--- config.mk ---
export PLATFORM = sky130hd
export DESIGN_NAME = hc_node_router
export DESIGN_NICKNAME = d
export VERILOG_FILES = /design/src/rtl/hc_pkg.sv /design/src/rtl/hc_route_calc.sv /design/src/rtl/hc_rr_arb.sv /design/src/rtl/hc_in_slot.sv /design/src/rtl/hc_node_router.sv
export SDC_FILE = /design/constraint.sdc
export NUM_CORES = 1
export LEC_CHECK = 0
export BUFFER_PORTS_ARGS = -buffer_cell sky130_fd_sc_hd__buf_2
export CORE_MARGIN = 1
export CORE_UTILIZATION = 35
export CTS_BUF_LIST = sky130_fd_sc_hd__clkbuf_16
export CTS_CLUSTER_DIAMETER = 200
export DETAILED_ROUTE_END_ITERATION = 8
export GPL_TIMING_DRIVEN = 0
export PLACE_DENSITY = 0.58
export SYNTH_ARGS = -nofsm -noshare
export SYNTH_HDL_FRONTEND = slang
export SYNTH_SLANG_ARGS = --single-unit
--- constraint.sdc ---
create_clock -name clk -period 7.6 [get_ports clk]
set_input_delay 0.38 -clock clk [delete_from_list [all_inputs] [get_ports clk]]
set_output_delay 0.38 -clock clk [all_outputs]
set_load 0.02 [all_outputs]
--- src/rtl/hc_pkg.sv ---
// Shared helpers for the hypercube node router.
// Assumes vectors of at most 32 bits are passed to the helpers.
package hc_pkg;

    // Index of the lowest set bit; returns 0 for an all-zero vector.
    function automatic int lsb_index(logic [31:0] v);
        int idx;
        idx = 0;
        for (int k = 31; k >= 0; k--) begin
            if (v[k]) idx = k;
        end
        return idx;
    endfunction

    // Add two indices modulo n (both operands already below n).
    function automatic int wrap_add(int a, int b, int n);
        int s;
        s = a + b;
        if (s >= n) s = s - n;
        return s;
    endfunction

endpackage

--- src/rtl/hc_route_calc.sv ---
// Route decision for one held packet.
// Picks delivery when the destination matches the label, otherwise the link
// of the lowest differing label bit. Flags a discard when the packet has
// already used DIM hops and would need another. Purely combinational.
module hc_route_calc #(
    parameter int DIM = 3,
    parameter int HW  = $clog2(DIM + 2)
) (
    input  logic [DIM-1:0] label,
    input  logic [DIM-1:0] dest,
    input  logic [HW-1:0]  hops,
    output logic [DIM:0]   target,
    output logic           drop
);
    import hc_pkg::*;

    logic [DIM-1:0] diff;

    // Form the one-hot target output and the hop-limit discard flag.
    always_comb begin
        diff   = label ^ dest;
        target = '0;
        if (diff == '0) target[DIM] = 1'b1;
        else            target[lsb_index(32'(diff))] = 1'b1;
        drop = (diff != '0) && (32'(hops) >= DIM);
    end

endmodule

--- src/rtl/hc_rr_arb.sv ---
// Round-robin arbiter for one output.
// Grants at most one requester per cycle. The search starts at the pointer,
// which moves to one past the last winner. Assumes N >= 2.
module hc_rr_arb #(
    parameter int N = 4
) (
    input  logic         clk,
    input  logic         rst_n,
    input  logic [N-1:0] req,
    output logic [N-1:0] grant
);
    import hc_pkg::*;

    localparam int PW = $clog2(N);

    logic [PW-1:0] ptr;
    int            win;
    logic          any;

    // Find the first requester at or after the pointer.
    always_comb begin
        grant = '0;
        any   = 1'b0;
        win   = 0;
        for (int off = 0; off < N; off++) begin
            int idx;
            idx = wrap_add(int'(ptr), off, N);
            if (!any && req[idx]) begin
                grant[idx] = 1'b1;
                any        = 1'b1;
                win        = idx;
            end
        end
    end

    // Move the pointer past the winner after each grant.
    always_ff @(posedge clk) begin
        if (!rst_n)   ptr <= '0;
        else if (any) ptr <= PW'(wrap_add(win, 1, N));
    end

endmodule

--- src/rtl/hc_in_slot.sv ---
// One-entry holding slot for one router input.
// Accepts whenever empty or being emptied in the same cycle. Assumes the
// upstream sender holds in_valid until it sees in_ready.
module hc_in_slot #(
    parameter int DIM = 3,
    parameter int HW  = $clog2(DIM + 2),
    parameter int DW  = 8
) (
    input  logic           clk,
    input  logic           rst_n,
    input  logic           in_valid,
    output logic           in_ready,
    input  logic [DIM-1:0] in_dest,
    input  logic [HW-1:0]  in_hops,
    input  logic [DW-1:0]  in_data,
    input  logic           leave,
    output logic           s_valid,
    output logic [DIM-1:0] s_dest,
    output logic [HW-1:0]  s_hops,
    output logic [DW-1:0]  s_data
);

    // Ready when the slot is free or its packet departs this cycle.
    assign in_ready = !s_valid || leave;

    // Capture a new packet or release the departing one.
    always_ff @(posedge clk) begin
        if (!rst_n) begin
            s_valid <= 1'b0;
            s_dest  <= '0;
            s_hops  <= '0;
            s_data  <= '0;
        end else if (in_valid && in_ready) begin
            s_valid <= 1'b1;
            s_dest  <= in_dest;
            s_hops  <= in_hops;
            s_data  <= in_data;
        end else if (leave) begin
            s_valid <= 1'b0;
        end
    end

endmodule

--- src/rtl/hc_node_router.sv ---
// Hypercube node router top.
// Indices 0..DIM-1 are the dimension links; index DIM is local injection on
// the input side and local delivery on the output side. Each input has a
// slot, each output a round-robin arbiter and a registered output stage.
// Assumes node_label is stable while packets are in flight.
module hc_node_router #(
    parameter int DIM = 3,
    parameter int DW  = 8,
    parameter int NP  = DIM + 1,
    parameter int HW  = $clog2(DIM + 2)
) (
    input  logic             clk,
    input  logic             rst_n,
    input  logic [DIM-1:0]   node_label,
    input  logic [NP-1:0]    in_valid,
    output logic [NP-1:0]    in_ready,
    input  logic [NP*DIM-1:0] in_dest,
    input  logic [NP*HW-1:0] in_hops,
    input  logic [NP*DW-1:0] in_data,
    output logic [NP-1:0]    out_valid,
    output logic [NP*DIM-1:0] out_dest,
    output logic [NP*HW-1:0] out_hops,
    output logic [NP*DW-1:0] out_data,
    output logic             hop_err
);

    logic [NP-1:0]  s_valid;
    logic [DIM-1:0] s_dest [NP];
    logic [HW-1:0]  s_hops [NP];
    logic [DW-1:0]  s_data [NP];
    logic [NP-1:0]  target [NP];
    logic [NP-1:0]  drop;
    logic [NP-1:0]  leave;
    logic [NP-1:0]  req    [NP];
    logic [NP-1:0]  gnt    [NP];

    // One slot and one route decision per input.
    for (genvar i = 0; i < NP; i++) begin : g_in
        hc_in_slot #(.DIM(DIM), .HW(HW), .DW(DW)) u_slot (
            .clk      (clk),
            .rst_n    (rst_n),
            .in_valid (in_valid[i]),
            .in_ready (in_ready[i]),
            .in_dest  (in_dest[i*DIM +: DIM]),
            .in_hops  (in_hops[i*HW +: HW]),
            .in_data  (in_data[i*DW +: DW]),
            .leave    (leave[i]),
            .s_valid  (s_valid[i]),
            .s_dest   (s_dest[i]),
            .s_hops   (s_hops[i]),
            .s_data   (s_data[i])
        );
        hc_route_calc #(.DIM(DIM), .HW(HW)) u_route (
            .label  (node_label),
            .dest   (s_dest[i]),
            .hops   (s_hops[i]),
            .target (target[i]),
            .drop   (drop[i])
        );
    end

    // Turn per-input targets into per-output request vectors.
    always_comb begin
        for (int o = 0; o < NP; o++) begin
            for (int i = 0; i < NP; i++) begin
                req[o][i] = s_valid[i] && target[i][o] && !drop[i];
            end
        end
    end

    // A slot empties when granted or discarded for the hop limit.
    always_comb begin
        for (int i = 0; i < NP; i++) begin
            leave[i] = s_valid[i] && drop[i];
            for (int o = 0; o < NP; o++) begin
                leave[i] = leave[i] || gnt[o][i];
            end
        end
    end

    // One arbiter and one registered stage per output.
    for (genvar o = 0; o < NP; o++) begin : g_out
        localparam bit IS_LINK = (o < DIM);

        logic [DIM-1:0] m_dest;
        logic [HW-1:0]  m_hops;
        logic [DW-1:0]  m_data;

        hc_rr_arb #(.N(NP)) u_arb (
            .clk   (clk),
            .rst_n (rst_n),
            .req   (req[o]),
            .grant (gnt[o])
        );

        // Select the granted slot's fields, counting a hop on links.
        always_comb begin
            m_dest = '0;
            m_hops = '0;
            m_data = '0;
            for (int i = 0; i < NP; i++) begin
                if (gnt[o][i]) begin
                    m_dest = s_dest[i];
                    m_hops = IS_LINK ? s_hops[i] + HW'(1) : s_hops[i];
                    m_data = s_data[i];
                end
            end
        end

        // Register the selected packet onto the output.
        always_ff @(posedge clk) begin
            if (!rst_n) begin
                out_valid[o]              <= 1'b0;
                out_dest[o*DIM +: DIM]    <= '0;
                out_hops[o*HW +: HW]      <= '0;
                out_data[o*DW +: DW]      <= '0;
            end else begin
                out_valid[o]              <= |gnt[o];
                out_dest[o*DIM +: DIM]    <= m_dest;
                out_hops[o*HW +: HW]      <= m_hops;
                out_data[o*DW +: DW]      <= m_data;
            end
        end
    end

    // Pulse the error flag when a held packet is discarded.
    always_ff @(posedge clk) begin
        if (!rst_n) hop_err <= 1'b0;
        else        hop_err <= |(s_valid & drop);
    end

endmodule

==> reports/qor.csv, run 1 <==
stage;metric;value;unit
timing;maxSlewViolCount;0;
synthesis;avgSynthCellArea;8.54;µm²
cts;h-tree-depth;4;
synthesis;synth_top_family_by_area;compound AO/OA/AOI/OAI gates;
synthesis;synth.yosys.seq_area_share;0.317;
critical_path;path_cells;ha_1 -> ha_1 -> a211oi_1 -> nand2_1 -> or2_2 -> mux4_2 -> a41oi_1 -> a21o_1 -> clkbuf_1 -> clkbuf_1 -> or2_2 -> buf_4 -> buf_2;
placed_design;place_congestion;0.997;
synthesis;synth-simple-area-share;0.201;
synthesis;synth_compound_area_frac;0.239;
floorplanning;io_pins;130;
timing;setup_ws;1.66;ns
critical_path;worstRegToRegCells;12;
global_route;grt_overflow;0;
critical_path;r2r-end;out_dest[5]$_SDFF_PN0_;
timing;setup_violations;0;
critical_path;r2r-start;g_in[2].u_slot.s_hops[0]$_SDFFE_PN0P_;
critical_path;worstPathRequired;7.22;ns
route;drc_errors;0;
cts;clkTransAtPathRegs;0.06;ns
critical_path;critPathMaxFanout;10;
floorplanning;die_x;155;µm
finish;nFillCells;2317;
cts;cts_hold_buf;0;
placed_design;dp_worst_setup_slack;2.27;ns
route;drt_first_pass_iters;8;
timing;relSlewSlack;0.251;
finish;seq_area;2580;µm²
synthesis;synth_edf_count;0;
timing;period_needed;5.94;ns
synthesis;ys_ff_latch;129;
synthesis;synth_common_cells;129 x dfxtp_1, 115 x nor2_1, 61 x mux2i_1, 58 x nand2_1, 55 x a21oi_1;
run;drv_cap;0;
global_route;globalRouteTotalUtil;0.267;
timing;tns;0;ns
route;ant_nets;0;
cts;cts_tree;done;
timing;hold_slack;0.171;ns
timing;clock.fmax;0.168;GHz
floorplanning;die_area;23900;µm²
finish;stdcell_area;9750;µm²
global_route;antenna_found_initial;0;
finish;drive_above_1_share;0.189;
synthesis;netlist_instances;955;
synthesis;yosys_warnings;0;
cts;cts_resized;0;
synthesis;synth.largest_area_cell;dfxtp_1;
global_route;grt_pass1_wl;47.7;mm
finish;synthToLayoutAreaGrowth;19.5;%
route;dr.first_iter.drc_count;1040;
synthesis;synthMuxAreaShare;0.105;
cts;clock_latency;0.44;ns
finish;multiInputGateArea;5090;µm²
timing;hold_violations;0;
floorplanning;num_rows;55;
floorplanning;start_util;0.358;
pwr;peakVddDrop;162;µV
synthesis;ys_types;73;
synthesis;synthXorXnorAreaFrac;0.0238;
pwr;power.density;333;nW/µm²
synthesis;synthDominantCellAreaShare;0.317;
critical_path;critPathKind;reg2out;
cts;clock-sinks;129;
critical_path;crit_path_start_kind;register;
route;wl_per_cell;22.5;µm
hold_path;holdPathEnd;g_in[2].u_slot.s_data[6]$_SDFFE_PN0P_;
finish;nNetsFinal;1201;
route;num_vias;8542;
timing;min_period_over_period;0.782;
critical_path;slowest_delay;0.87;ns
timing;worstMarginPinSlew;1.12;ns
floorplanning;core;22800;µm²
synthesis;synth.most_common_cell;dfxtp_1;
finish;diodes;0;
hold_path;hold_path_depth;3;
hold_path;min_from;in_data[22];
cts;cts_buffer_depth;2;
cts;cts_made_buffers;17;
synthesis;async_flop_share;0;
timing;clock-skew-final;0.0160;ns
critical_path;r2r_slack;2.12;ns
placed_design;placed_area;9180;µm²
global_route;grt_pass1_vias;7838;
timing;rsz0062_at_grt;no;
floorplanning;die_h;155;µm
critical_path;cp_slowest_cell;a211oi_1;
cts;post-cts-setup-buffers;0;
cts;clockRootBuffer;clkbuf_16;
synthesis;synth_fa_ha_area_frac;0.0552;
synthesis;syn_area;8160;µm²
route;via_per_inst;5.99;
synthesis;synth-main-ff-cell;dfxtp_1;
hold_path;hold_path.class;in2reg;
run_status;outcome;finished clean;
synthesis;syn_nets;1056;
pwr;p_leak;4.16;nW
synthesis;synth_area_leaders;dfxtp_1 32%, mux2i_1 7.5%, ha_1 5.5%;
placed_design;dpl.hpwl;23.7;mm
critical_path;endpoint_kind;output pin;
route;drt-total-wl;32.1;mm
placed_design;portBuffers;126;
critical_path;cp.arrival;5.56;ns
global_route;grt_max_degree;17;
[where the power goes]
part / switching [mW] / internal [mW]
sequential: 0.0998 / 0.802
combinational: 1.01 / 0.528
clock: 0.330 / 0.480
total: 1.44 / 1.81
[final cells by class]
class / instances / area share
Multi-Input combinational cell: 718 / 0.522
Timing Repair Buffer: 126 / 0.0647
Clock buffer: 17 / 0.0436
Sequential cell: 129 / 0.265
Buffer: 72 / 0.0356
Tap cell: 313 / 0.0402
Clock inverter: 15 / 0.0149
Inverter: 36 / 0.0139
[critical path: cells and delay by family, from the launching register on]
family / cells / cell delay, ns
muxes: 1 / 0.60
and+or+nand+nor: 3 / 0.92
adders and majority gates: 2 / 0.47
buffers and inverters: 4 / 1.38
DFF: 1 / 0.46
AOI/OAI and AO/OA: 3 / 1.27
[state kept, by name, summed over array words and instances (netlist names)]
register,count
g_in.u_slot.s_data,32
out_data,32
g_in.u_slot.s_dest,12
g_in.u_slot.s_hops,12
out_dest,12
out_hops,12
g_out.u_arb.ptr,8
g_in.u_slot.s_valid,4
out_valid,4
hop_err,1
[per-layer routing]
metal | vias to the layer above | wire, µm | global-route usage
li1 | 3891 | - | -
met1 | 4082 | 14100 | 0.367
met2 | 499 | 14000 | 0.404
met3 | 70 | 3080 | 0.0650
met4 | 0 | 901 | 0.0981
met5 | - | 0 | 0
[kinds of logic after synthesis]
| kind of cell | Yosys count |
|---|---|
| and+or+nand+nor | 332 |
| AOI/OAI and AO/OA | 258 |
| DFF | 129 |
| buffers and inverters | 108 |
| muxes | 72 |
| adders and majority gates | 36 |
| xor gates and xnor gates | 20 |
[how the worst max path moves through the flow]
stage | cells after the start | from | to
after global routing | 15 | g_in[2].u_slot.s_hops[0]$_SDFFE_PN0P_ | in_ready[1]
after floorplan | 13 | g_out[0].u_arb.ptr[0]$_SDFFE_PN0P_ | in_ready[1]
after global placement | 13 | g_in[2].u_slot.s_hops[0]$_SDFFE_PN0P_ | in_ready[1]
final | 13 | g_in[2].u_slot.s_hops[0]$_SDFFE_PN0P_ | in_ready[1]
after detailed placement | 13 | g_in[2].u_slot.s_hops[0]$_SDFFE_PN0P_ | in_ready[1]
after CTS | 13 | g_in[2].u_slot.s_hops[0]$_SDFFE_PN0P_ | in_ready[1]
[cell usage in the layout (no fill, tap or decap), types with 11 or more instances in the layout]
master,Yosys,layout
clkbuf_16,0,17
ha_1,36,36
mux4_2,11,11
o21ai_0,16,16
o221ai_1,14,14
a221o_1,17,17
a211oi_1,14,14
and3_1,18,18
o31ai_1,14,14
nand2_1,58,58
mux2i_1,61,61
dfxtp_1,129,129
a221oi_1,31,31
nand4_1,30,30
nor3_1,22,22
nand3_1,28,28
a31oi_1,11,11
buf_2,6,132
xnor2_1,12,12
a21o_1,14,14
clkbuf_1,54,54
a21oi_1,55,55
inv_1,36,38
nor2_1,115,115
nand2b_1,15,15
o32ai_1,14,14
[metrics by stage]
step	utilization	cells	total power [mW]
2_1_floorplan	-	955	1.92
3_3_place_gp	0.403	1394	2.39
3_5_place_dp	0.403	1394	2.40
4_1_cts	0.428	1426	3.21
5_1_grt	0.428	1426	3.40
6_report	0.428	1426	3.25
No activity file was read; power rests on OpenSTA's default activity.
==> run 2, diff against run 1 <==
--- a/config.mk
+++ b/config.mk
@@ -5,6 +5,7 @@
 export SDC_FILE = /design/constraint.sdc
 export NUM_CORES = 1
 export LEC_CHECK = 0
+export ABC_AREA = 1
 export BUFFER_PORTS_ARGS = -buffer_cell sky130_fd_sc_hd__buf_2
 export CORE_MARGIN = 1
 export CORE_UTILIZATION = 35
@@ -12,7 +13,7 @@
 export CTS_CLUSTER_DIAMETER = 200
 export DETAILED_ROUTE_END_ITERATION = 8
 export GPL_TIMING_DRIVEN = 0
-export PLACE_DENSITY = 0.58
+export PLACE_DENSITY = 0.59
 export SYNTH_ARGS = -nofsm -noshare
 export SYNTH_HDL_FRONTEND = slang
 export SYNTH_SLANG_ARGS = --single-unit
==> constraint.sdc (replaced) <==
create_clock -name clk -period 5.4 [get_ports clk]
set_input_delay 0.27 -clock clk [delete_from_list [all_inputs] [get_ports clk]]
set_output_delay 0.27 -clock clk [all_outputs]
set_load 0.02 [all_outputs]
==> run 2 against run 1 <==
Total power grew 74%. Die area grew 9.6%. Hold slack lost 0.019 ns. Register-to-register slack lost 0.11 ns. Critical endpoint is now in_ready[2]. Largest power group unchanged.
==> reports/qor.csv, run 2 <==
stage;metric;value;unit
run_status;outcome;finished clean;
timing;worstMarginPinSlew;0.833;ns
cts;clock-sinks;129;
cts;clkTransAtPathRegs;0.07;ns
timing;maxSlewViolCount;0;
hold_path;holdPathEnd;g_in[0].u_slot.s_data[2]$_SDFFE_PN0P_;
synthesis;synth.most_common_cell;nand2_1;
critical_path;critical_path.startpoint;g_in[2].u_slot.s_hops[0]$_SDFFE_PN0P_;
pwr;power.density;535;nW/µm²
timing;hold_slack;0.152;ns
cts;clockRootBuffer;clkbuf_16;
pwr;netSwitchingFraction;0.507;
floorplanning;num_rows;58;
finish;drive_above_1_share;0.171;
floorplanning;die_h;162;µm
finish;final_cell_count_no_fill;1931;
placed_design;portBuffers;123;
pwr;pwr-share-seq;0.257;
critical_path;endpoint_kind;output pin;
critical_path;crit_path_start_kind;register;
timing;period_needed;3.98;ns
timing;rsz0062_at_grt;no;
critical_path;slowest_delay;0.42;ns
synthesis;ys_types;41;
cts;clock_latency;0.43;ns
route;num_vias;9914;
finish;nNetsFinal;1689;
cts;cts_hold_buf;0;
critical_path;cp.arrival;3.71;ns
route;dr.first_iter.drc_count;1064;
pwr;peakVddDrop;201;µV
floorplanning;start_util;0.356;
route;via_per_inst;5.13;
synthesis;netlist_instances;1446;
global_route;globalRouteTotalUtil;0.258;
critical_path;critPathMaxFanout;10;
global_route;antenna_found_initial;0;
pwr;power;5.65;mW
synthesis;avgSynthCellArea;6.19;µm²
timing;hold_violations;0;
placed_design;dpl.hpwl;26.6;mm
synthesis;synth.yosys.seq_area_share;0.289;
cts;h-tree-depth;4;
finish;utilization;0.420;
pwr;pwr-share-comb;0.543;
synthesis;async_flop_share;0;
timing;min_period_over_period;0.737;
global_route;grt_pass1_vias;8928;
cts;cts_resized;0;
timing;relSlewSlack;0.444;
synthesis;synth-main-ff-cell;dfxtp_1;
hold_path;min_from;in_data[2];
global_route;grt_overflow;0;
route;drt_first_pass_iters;7;
synthesis;yosys_warnings;0;
finish;final_common_cell;nand2_1;
hold_path;hold_path.class;in2reg;
route;ant_nets;0;
floorplanning;core;25100;µm²
finish;diodes;0;
floorplanning;io_pins;130;
global_route;grt_max_degree;17;
timing;clock-skew-final;0.00991;ns
finish;largestRegisters;g_in.u_slot.s_data x32, out_data x32;
synthesis;synth.largest_area_cell;dfxtp_1;
timing;tns;0;ns
synthesis;synth_common_cells;389 x nand2_1, 210 x a21oi_1, 172 x nand3_1, 144 x inv_1, 136 x nor2_1;
global_route;grt_pass1_wl;50.9;mm
critical_path;r2r-start;g_in[2].u_slot.s_hops[0]$_SDFFE_PN0P_;
synthesis;ys_ff_latch;129;
critical_path;path_cells;ha_1 -> ha_1 -> nor2_1 -> nand3_1 -> nor2_1 -> nand2_1 -> nand2_1 -> nand2_1 -> nand2_1 -> nand2_1 -> nand3_2 -> nor2_1 -> nor2_1 -> nand3_1 -> nor2_1 -> nand3_1 -> buf_2 -> buf_4 -> buf_2;
cts;cts_made_buffers;17;
synthesis;synth_edf_count;0;
critical_path;r2r-end;out_hops[5]$_SDFF_PN0_;
critical_path;critPathKind;reg2out;
finish;synthToLayoutAreaGrowth;17.9;%
hold_path;hold_path_depth;5;
pwr;p_int;2.79;mW
timing;clock.fmax;0.251;GHz
route;wl_per_cell;17.4;µm
synthesis;syn_area;8950;µm²
critical_path;worstPathRequired;5.13;ns
synthesis;synthDominantCellAreaShare;0.289;
cts;cts_buffer_depth;2;
critical_path;worstRegToRegCells;16;
finish;multiInputGateArea;5360;µm²
synthesis;syn_nets;1547;
placed_design;placed_cells;1899;
finish;layout_common_cells;389 x nand2_1, 210 x a21oi_1, 172 x nand3_1, 150 x buf_2, 144 x inv_1;
synthesis;synth_area_leaders;dfxtp_1 29%, nand2_1 16%, a21oi_1 12%;
route;drt-total-wl;33.6;mm
pwr;clkPwrFrac;0.200;
critical_path;cp_slowest_cell;dfxtp_1;
finish;seq_area;2580;µm²
cts;post-cts-setup-buffers;0;
timing;setup_violations;0;
cts;cts_tree;done;
placed_design;place_congestion;0.980;
run;drv_cap;0;
floorplanning;die_area;26200;µm²
finish;nFillCells;2781;
pwr;p_sw;2.86;mW
critical_path;critPathTopFamily;simple AND/OR/NAND/NOR gates;
critical_path;r2r_slack;2.01;ns
pwr;p_leak;5.33;nW
route;drc_errors;0;
floorplanning;die_x;162;µm
critical_path;path_buf_inv;3;
## run 2: metrics by stage
stage | setup WS (ns) | area, µm²
2_1_floorplan | 2.87 | 8950
3_3_place_gp | 1.90 | 9980
3_5_place_dp | 1.88 | 9980
4_1_cts | 1.39 | 10600
5_1_grt | 1.18 | 10600
6_report | 1.42 | 10600
## run 2: cells by family (layout without fill, tap and decap cells)
logic type                 Yosys count  count (layout)  share of synthesized area
buffers and inverters              232             387                      0.113
and+or+nand+nor                    769             769                      0.386
AOI/OAI and AO/OA                  277             277                      0.160
adders and majority gates           36              36                     0.0503
xor gates and xnor gates             3               3                    0.00294
DFF                                129             129                      0.289
## run 2: worst min-delay path, cell delays in order
cell     delay [ns]
buf_2          0.07
inv_1          0.03
nand3_1        0.06
nand2_1        0.04
nor2_1         0.07
## run 2: worst max-delay path by stage
stage                  endpoint  slack (ns)  cells after the start
floorplan           in_ready[1]        2.87                     14
CTS                 in_ready[2]        1.39                     19
finish              in_ready[2]        1.42                     19
detailed placement  in_ready[2]        1.88                     19
global placement    in_ready[2]        1.90                     19
global route        in_ready[2]        1.18                     19
## run 2: routing by layer
metal  GRT usage  part of all wire
met4      0.0973             0.033
met3      0.0534             0.093
met5           0                 0
met1       0.349              0.44
met2       0.401              0.44
## run 2: power by group through the flow
stage               Sequential, mW  Combinational, mW  Clock [mW]
floorplan                     1.51               2.04           0
global placement              1.46               3.01           0
detailed placement            1.46               3.02           0
CTS                           1.44               3.03        1.14
global route                  1.48               3.39        1.19
finish                        1.45               3.07        1.13
## run 2: cell type report
type,count,area share
repair buffers,123,0.0583
clock buffers,17,0.0403
inverters,156,0.0557
clock inverters,15,0.0140
plain buffers,76,0.0400
well taps,330,0.0391
flip-flops and latches,129,0.245
multi-input cells,1085,0.508
